--- src/rtl/dtimer_pkg.sv ---
package dtimer_pkg;

  typedef enum logic [1:0] {
    PIN_ADDR   = 2'b00,
    PIN_TOGGLE = 2'b01,
    PIN_LOW    = 2'b10,
    PIN_HIGH   = 2'b11
  } pin_mode_e;

  // Control byte layout: flags, enables, pin mode, count enables.
  function automatic logic [7:0] pack_ctrl(input logic [1:0] flag,
                                           input logic [1:0] ie,
                                           input logic [1:0] mode,
                                           input logic [1:0] de);
    return {flag, ie, mode, de};
  endfunction

  function automatic logic pin_pick(input pin_mode_e mode,
                                    input logic addr_bit,
                                    input logic tgl);
    logic r;
    case (mode)
      PIN_ADDR:   r = addr_bit;
      PIN_TOGGLE: r = tgl;
      PIN_LOW:    r = 1'b0;
      default:    r = 1'b1;
    endcase
    return r;
  endfunction

endpackage

--- src/rtl/timer_channel.sv ---
module timer_channel #(
  parameter int CNT_W = 16,
  localparam int NB = CNT_W / 8
) (
  input  logic             clk,
  input  logic             rst_n,
  input  logic             tick,
  input  logic             cnt_en,
  input  logic [NB-1:0]    cnt_wr_be,
  input  logic [NB-1:0]    rld_wr_be,
  input  logic [7:0]       wdata,
  input  logic             data_rd,
  input  logic             arm_set,
  output logic [CNT_W-1:0] cnt_q,
  output logic [CNT_W-1:0] rld_q,
  output logic             flag_q,
  output logic             armed_q,
  output logic             zero_evt
);

  function automatic logic [CNT_W-1:0] count_next(input logic [CNT_W-1:0] c,
                                                  input logic [CNT_W-1:0] r);
    return (c == '0) ? r : c - CNT_W'(1);
  endfunction

  function automatic logic about_to_zero(input logic [CNT_W-1:0] c);
    return c == CNT_W'(1);
  endfunction

  logic stepping;
  assign stepping = cnt_en && tick;
  assign zero_evt = stepping && about_to_zero(cnt_q);

  always_ff @(posedge clk or negedge rst_n) begin
    if (!rst_n) begin
      cnt_q <= '0;
    end else if (stepping) begin
      cnt_q <= count_next(cnt_q, rld_q);
    end else if (!cnt_en) begin
      for (int b = 0; b < NB; b++) begin
        if (cnt_wr_be[b]) cnt_q[b*8 +: 8] <= wdata;
      end
    end
  end

  always_ff @(posedge clk or negedge rst_n) begin
    if (!rst_n) begin
      rld_q <= '0;
    end else begin
      for (int b = 0; b < NB; b++) begin
        if (rld_wr_be[b]) rld_q[b*8 +: 8] <= wdata;
      end
    end
  end

  always_ff @(posedge clk or negedge rst_n) begin
    if (!rst_n) begin
      flag_q  <= 1'b0;
      armed_q <= 1'b0;
    end else begin
      if (zero_evt)                flag_q <= 1'b1;
      else if (armed_q && data_rd) flag_q <= 1'b0;
      if (arm_set)                 armed_q <= 1'b1;
      else if (data_rd)            armed_q <= 1'b0;
    end
  end

endmodule

--- src/rtl/timer_out_mux.sv ---
module timer_out_mux
  import dtimer_pkg::*;
(
  input  logic       clk,
  input  logic       rst_n,
  input  logic       zero_evt,
  input  logic [1:0] mode,
  input  logic       addr_line,
  output logic       tgl_q,
  output logic       pin
);

  always_ff @(posedge clk or negedge rst_n) begin
    if (!rst_n)        tgl_q <= 1'b0;
    else if (zero_evt) tgl_q <= ~tgl_q;
  end

  assign pin = pin_pick(pin_mode_e'(mode), addr_line, tgl_q);

endmodule

--- src/rtl/dual_reload_timer.sv ---
module dual_reload_timer
  import dtimer_pkg::*;
#(
  parameter int CNT_W  = 16,
  parameter int ADDR_W = 4
) (
  input  logic              clk,
  input  logic              rst_n,
  input  logic              cnt_tick,
  input  logic              rd_en,
  input  logic              wr_en,
  input  logic [ADDR_W-1:0] addr,
  input  logic [7:0]        wdata,
  output logic [7:0]        rdata,
  input  logic              addr_line_in,
  output logic              tout_pin,
  output logic [1:0]        irq
);

  localparam int NB      = CNT_W / 8;
  localparam int CH_SPAN = 2 * NB;
  localparam int NCH     = 2;

  logic [1:0] de, ie, mode;
  logic [NCH-1:0][CNT_W-1:0] cnt, rld;
  logic [NCH-1:0] flag, armed, zero_evt, data_rd, cnt_wr;
  logic ctrl_rd, ctrl_wr, tgl;

  assign ctrl_rd = rd_en && (addr == '0);
  assign ctrl_wr = wr_en && (addr == '0);

  always_ff @(posedge clk or negedge rst_n) begin
    if (!rst_n) begin
      de   <= '0;
      ie   <= '0;
      mode <= '0;
    end else if (ctrl_wr) begin
      ie   <= wdata[5:4];
      mode <= wdata[3:2];
      de   <= wdata[1:0];
    end
  end

  for (genvar n = 0; n < NCH; n++) begin : g_ch
    localparam int CBASE = 1 + n * CH_SPAN;
    localparam int RBASE = CBASE + NB;
    logic [NB-1:0] cwr, rwr, crd;
    for (genvar b = 0; b < NB; b++) begin : g_b
      assign cwr[b] = wr_en && (addr == ADDR_W'(CBASE + b));
      assign rwr[b] = wr_en && (addr == ADDR_W'(RBASE + b));
      assign crd[b] = rd_en && (addr == ADDR_W'(CBASE + b));
    end
    assign data_rd[n] = |crd;
    assign cnt_wr[n]  = |cwr;

    timer_channel #(.CNT_W(CNT_W)) u_chan (
      .clk      (clk),
      .rst_n    (rst_n),
      .tick     (cnt_tick),
      .cnt_en   (de[n]),
      .cnt_wr_be(cwr),
      .rld_wr_be(rwr),
      .wdata    (wdata),
      .data_rd  (data_rd[n]),
      .arm_set  (ctrl_rd),
      .cnt_q    (cnt[n]),
      .rld_q    (rld[n]),
      .flag_q   (flag[n]),
      .armed_q  (armed[n]),
      .zero_evt (zero_evt[n])
    );
  end

  timer_out_mux u_pin (
    .clk      (clk),
    .rst_n    (rst_n),
    .zero_evt (zero_evt[1]),
    .mode     (mode),
    .addr_line(addr_line_in),
    .tgl_q    (tgl),
    .pin      (tout_pin)
  );

  assign irq = flag & ie;

  always_comb begin
    rdata = '0;
    if (rd_en) begin
      if (addr == '0) rdata = pack_ctrl(flag, ie, mode, de);
      for (int n = 0; n < NCH; n++) begin
        for (int b = 0; b < NB; b++) begin
          if (addr == ADDR_W'(1 + n * CH_SPAN + b))      rdata = cnt[n][b*8 +: 8];
          if (addr == ADDR_W'(1 + n * CH_SPAN + NB + b)) rdata = rld[n][b*8 +: 8];
        end
      end
    end
  end

endmodule

--- config.mk ---
export PLATFORM = sky130hd
export DESIGN_NAME = dual_reload_timer
export DESIGN_NICKNAME = d
export VERILOG_FILES = /design/src/rtl/dtimer_pkg.sv /design/src/rtl/timer_channel.sv /design/src/rtl/timer_out_mux.sv /design/src/rtl/dual_reload_timer.sv
export SDC_FILE = /design/constraint.sdc
export NUM_CORES = 1
export LEC_CHECK = 0
export ABC_AREA = 1
export CELL_PAD_IN_SITES_DETAIL_PLACEMENT = 1
export CELL_PAD_IN_SITES_GLOBAL_PLACEMENT = 1
export CORE_MARGIN = 2
export CORE_UTILIZATION = 45
export CTS_BUF_LIST = sky130_fd_sc_hd__clkbuf_2 sky130_fd_sc_hd__clkbuf_4 sky130_fd_sc_hd__clkbuf_8
export DETAILED_ROUTE_END_ITERATION = 8
export HOLD_SLACK_MARGIN = 0.02
export PLACE_DENSITY_LB_ADDON = 0.1
export SYNTH_ARGS = -nofsm -noshare
export SYNTH_HDL_FRONTEND = slang
export SYNTH_SLANG_ARGS = --single-unit
export TNS_END_PERCENT = 20
--- constraint.sdc ---
create_clock -name clk -period 2.47 [get_ports clk]
set_input_delay 0.741 -clock clk [delete_from_list [all_inputs] [get_ports clk]]
set_output_delay 0.741 -clock clk [all_outputs]
set_load 0.01 [all_outputs]
* After elaboration in Yosys (flattened, before gate mapping)
Index checks and enable logic that the tools add are counted.
Word-level totals: memories kept 0, register bits after elaboration 75, RAM bits 0, input port bits 18, latch bits 0, word-level logic and storage cells 101, bits in read-only memories 0
Operators by class: multiply operators 0, bitwise gates (word level) 2, add/subtract/negate cells 2, reduce and logical (&&, ||, !) cells 38, $lt $le $gt $ge 0, div/mod/pow operators 0, equality and inequality tests 14, multiplexer cells 29, shifts and indexed selects 0
Operators by type and width (count):
- two-way mux 8 bit | 14
- two-way mux 16 bit | 6
- equality test 16 x 1 -> 1 bit, second input constant | 2
- logical NOT 16 bit | 2
- subtractor 16 x 1 -> 16 bit, second input constant | 2
- logical AND 1 bit | 20
- equality test 4 x 3 -> 1 bit, second input constant | 4
- nonzero test 2 bit | 8
- equality test 4 x 2 -> 1 bit, second input constant | 2
- two-way mux 1 bit | 8
- AND reduction 2 bit | 4
- equality test 4 x 1 -> 1 bit, second input constant | 1
- equality test 4 bit, second input constant | 1
- logical NOT 4 bit | 1
- != test 2 x 1 -> 1 bit, second input constant | 2
- OR reduction 2 bit | 2
- one-hot mux 1 bit (3 select lines) | 1
- bitwise AND 2 bit | 1
- equality test 2 x 1 -> 1 bit, second input constant | 1
- equality test 2 bit, second input constant | 1
- logical NOT 2 bit | 1
- NOT 1 bit | 1

* Logic depth before layout (Yosys ltp)
word-level depth 11, mapped depth 10, gate-level depth less buffers 9

* By module
Synthesis repeated with hierarchy kept, for this count alone.
Unflattened totals: cells, all modules 857, area total of the unflattened synthesis 5835.6 µm²
By module, submodules not included:
- timer_channel | sequential area each 850.8 µm², area each 2299.7 µm², times used 2, cells each 323
- dual_reload_timer | sequential area each 150.1 µm², area each 1177.4 µm², times used 1, cells each 203
- timer_out_mux | sequential area each 25.0 µm², area each 58.8 µm², times used 1, cells each 8

* Worst setup path before layout
No wires, ideal clock.
kind input port to output port, start in addr[2], end out rdata[3], setup slack 0.071 ns, data required time 1.729 ns, path buffers 2, cell stages on the path 9, data arrival time 1.658 ns, cell sequence nor2_2 -> buf_4 -> buf_6 -> nand3_1 -> nand3_1 -> nand2_1 -> nand4_1 -> nand2_1 -> a21oi_1
Between the ends: cells in the longest elaborated chain, start to end 11, elaborated cells on any way between the ends 19, classes of those cells 8 x eq/ne; 10 x mux; 1 x reduce/logical
Ends and longest elaborated chain:
- from (decl) | line dual_reload_timer.sv:12 | input logic [ADDR_W-1:0] addr,
- logical NOT 4 bit | line dual_reload_timer.sv:89 | if (addr == '0) rdata = pack_ctrl(flag, ie, mode, de);
- two-way mux 8 bit | line dual_reload_timer.sv:89
- two-way mux 8 bit | line dual_reload_timer.sv:92 | if (addr == ADDR_W'(1 + n * CH_SPAN + b)) rdata = cnt[n][b*8 +: 8];
- two-way mux 8 bit | line dual_reload_timer.sv:93 | if (addr == ADDR_W'(1 + n * CH_SPAN + NB + b)) rdata = rld[n][b*8 +: 8];
- two-way mux 8 bit | line dual_reload_timer.sv:92
- two-way mux 8 bit | line dual_reload_timer.sv:93
- two-way mux 8 bit | line dual_reload_timer.sv:92
- two-way mux 8 bit | line dual_reload_timer.sv:93
- two-way mux 8 bit | line dual_reload_timer.sv:92
- two-way mux 8 bit (*) | line dual_reload_timer.sv:93
- two-way mux 8 bit (*) | line dual_reload_timer.sv:88 | if (rd_en) begin
- to (decl) | line dual_reload_timer.sv:14 | output logic [7:0] rdata,
Mark *: on every way between the ends. The rest lies on a longest branch, timed or not.

* Worst setup path in the final report
start in addr[1], end out rdata[2]
The elaborated chain is that of the path after synthesis.

==> Implementation_results.wiki <==
{| class="wikitable"
! Metric !! Value
|-
| Run status || finished, violations left
|-
| Violations in the final reports || setup timing
|-
| Number of enable-type register cells in the synthesized netlist || 0
|-
| Length of the first detailed-routing pass in iterations || 5
|-
| Clock input transition at the sequential cells of the worst setup and hold paths || 0.09 ns
|-
| Vias in the first global route || 6105
|-
| Most frequent standard cell in the layout excluding fill and tap cells || nand2_1
|-
| Number of placement rows || 39
|-
| Count of distinct cell types in the synthesized netlist || 31
|-
| Maximum clock insertion buffer count || 2
|-
| Library cell contributing the largest single delay on the critical path || nor2_4
|-
| Delay contributed by the slowest stage of the critical path || 0.19 ns
|-
| TNS Setup || -1.93 ns
|-
| Share of flip-flops with an asynchronous set or reset || 100%
|-
| Total core area || 11300 um^2
|-
| Clock sink total || 75
|-
| Buffers on Ports || 28
|-
| Count of buffer and inverter cells on the critical path || 5
|-
| Critical path data required time || 1.73 ns
|-
| Total GRT Usage || 35.0%
|-
| Post-synthesis sequential area ratio || 36.2%
|-
| Post-Place Worst Slack || -1.15 ns
|-
| Proportion of layout cells with a drive suffix above 1 || 19.3%
|-
| Worst Path Max Fanout || 4
|-
| Family with the most delay on the worst path || simple AND/OR/NAND/NOR gates
|-
| Final wirelength || 21.2 mm
|-
| Type of the worst setup path || in -> out
|-
| Maximum vdd drop || 534 uV
|-
| Power density cells || 772 nW/um^2
|-
| Number of nets in the finished design || 894
|-
| Level count of the clock H-tree || 3
|-
| Setup repair after global routing missed its margin || yes
|-
| Worst slew pin tran || 0.704 ns
|-
| Arrival time of the worst setup path || 2.04 ns
|-
| Worst relative slew slack || 53.1%
|-
| Number of vias after detailed routing || 5877
|-
| Primary FF master, synth || dfrtp_1
|-
| Endpoints failing hold || 0
|-
| First-iteration detailed-routing DRC count || 420
|-
| Routed WL per cell || 20.8 um
|-
| Largest clock skew in the final design || 0.00966 ns
|-
| Final Util || 56.5%
|-
| Number of fill cells || 1532
|-
| Net count after synthesis || 811
|-
| CTS tree || done
|-
| Most frequent cells in the layout || nand2_1, nor2_1, nand3_1
|-
| Synthesized area per cell || 6.59 um^2
|-
| Antenna diode count || 0
|-
| Final period util || 113%
|-
| Clock insertion delay at the later pin of the skew report || 0.38 ns
|-
| Reg area || 1880 um^2
|-
| DP Wirelength || 15.5 mm
|-
| Full die area || 12400 um^2
|-
| Total placed instance area || 5960 um^2
|-
| Congestion Overflow GR || 0
|-
| DRT antenna net count || 0
|-
| Fin. max-slew vios || 0
|-
| Initial antenna violation count || 0
|-
| Die width || 111 um
|-
| Die H || 111 um
|-
| Global-route wire length before repair || 33.7 mm
|-
| Critical path cell sequence || buf_8 > buf_6 > nor2_4 > buf_6 > nand3_1 > nand3_1 > o21ai_2 > nand4_1 > nand2_1 > inv_1 > buf_2
|-
| Category of the worst setup path capture point || output port
|-
| Post-layout worst setup margin || -0.312 ns
|-
| Area taken by multi-input logic gates || 2940 um^2
|-
| Timing-limited maximum frequency || 359 MHz
|-
| Maximum number of pins on one net before global-route repair || 46
|-
| Leakage || 3.15 nW
|-
| Class of the worst hold path || in -> async
|-
| DR vias/cell || 5.78
|-
| Growth of design area from synthesis to finish || 23.3%
|-
| Weighted congestion reported at the end of routability-driven placement || 0.996
|-
| Drt drc || 0
|-
| Num CTS Buffers || 9
|-
| Synthesized netlist cell count || 787
|-
| Max-cap check violation count || 0
|-
| Synthesized flop and latch total || 75
|-
| Launching element type of the critical path || primary input
|-
| Final design instance area without fill || 6400 um^2
|-
| Starting density of the core || 45.8%
|-
| Area of the mapped netlist || 5190 um^2
|-
| I/O pin cnt || 29
|-
| Synth warnings || 0
|-
| Root Driver || clkbuf_8
|-
| Finish-stage setup viols || 8
|-
| Final critical path time including I/O delays and setup || 2.78 ns
|}
repair_timing:
item	CTS	global route
endpoints found under the hold margin	0	0
gates cloned	1	0
endpoints found under the setup margin	9	8
setup buffers	7	2
hold buffers	0	0
gates resized for setup	99	14
pin swaps	18	14
worst paths after layout:
check / end / start / cells past startpoint / slack (ns)
setup / recovery: rdata[2] / addr[1] / 11 / -0.31
hold / removal: g_ch[0].u_chan.cnt_q[1]$_DFFE_PN0P_ / rst_n / 1 / 0.38
setup reg to reg: g_ch[1].u_chan.cnt_q[4]$_DFFE_PN0P_ / g_ch[1].u_chan.cnt_q[9]$_DFFE_PN0P_ / 8 / 0.29
hold reg to reg: g_ch[1].u_chan.rld_q[3]$_DFFE_PN0P_ / g_ch[1].u_chan.rld_q[3]$_DFFE_PN0P_ / 2 / 0.49
max in group asynchronous: g_ch[1].u_chan.rld_q[7]$_DFFE_PN0P_ / rst_n / 2 / 1.46
min in group clk: g_ch[1].u_chan.rld_q[3]$_DFFE_PN0P_ / g_ch[1].u_chan.rld_q[3]$_DFFE_PN0P_ / 2 / 0.49
cell families after synthesis:
family	after synthesis	share of synthesized area (%)
adder cells (fa/ha/maj)	6	1.45
flip-flops	75	36.2
AO/OA/AOI/OAI	113	11.2
buffers and inverters	122	9.91
XOR/XNOR	7	1.18
AND/OR/NAND/NOR	464	40.1
per-layer routing:
layer / part of all wire (%) / GRT usage [%] / vias to the layer above
met3: 6.2 / 5.23 / 56
met5: 0 / 0 / -
met4: 3.9 / 14.6 / 0
met2: 45 / 54.0 / 237
li1: - / - / 2687
met1: 45 / 49.6 / 2897
stage by stage:
step           total power [mW]  hold slack, ns  cells
6_report                   4.94           0.384   1017
5_1_grt                    5.26           0.428   1017
4_1_cts                    4.89           0.407   1015
3_5_place_dp               3.76           0.476    992
3_3_place_gp               3.66           0.467    992
2_1_floorplan              2.93           0.445    787
sequential cells by signal, indices dropped and copies added, names as in the netlist:
register	flops
g_ch.u_chan.cnt_q	32
de	2
g_ch.u_chan.flag_q	2
g_ch.u_chan.rld_q	32
mode	2
ie	2
g_ch.u_chan.armed_q	2
u_pin.tgl_q	1
synthesized netlist by cell type (all sizes together) (2+ instances only):
master	n	area share (%)
clkbuf	6	0.43
or2	7	0.84
nor3	2	0.19
nor2	146	12
nand3b	3	0.43
buf	14	2.1
xnor2	3	0.51
ha	6	1.4
nand3	101	10
xor2	4	0.68
inv	102	7.4
nand4	15	1.8
nand2	190	14
a21oi	39	3.8
dfrtp	75	36
o21ai	71	6.9
where the power goes:
part / switching [mW] / leakage (nW) / internal, mW
sequential: 0.393 / 0.895 / 1.57
combinational: 1.17 / 2.14 / 0.706
clock: 0.511 / 0.108 / 0.588
cell type report:
type / count / share of cell area (%)
clock buffer: 10 / 2.15
tap: 143 / 2.80
inverter: 102 / 6.10
clock inverter: 5 / 1.21
timing repair buffer: 92 / 12.5
multi-input combinational: 590 / 45.9
sequential: 75 / 29.3
No activity file was read; power rests on OpenSTA's default activity.
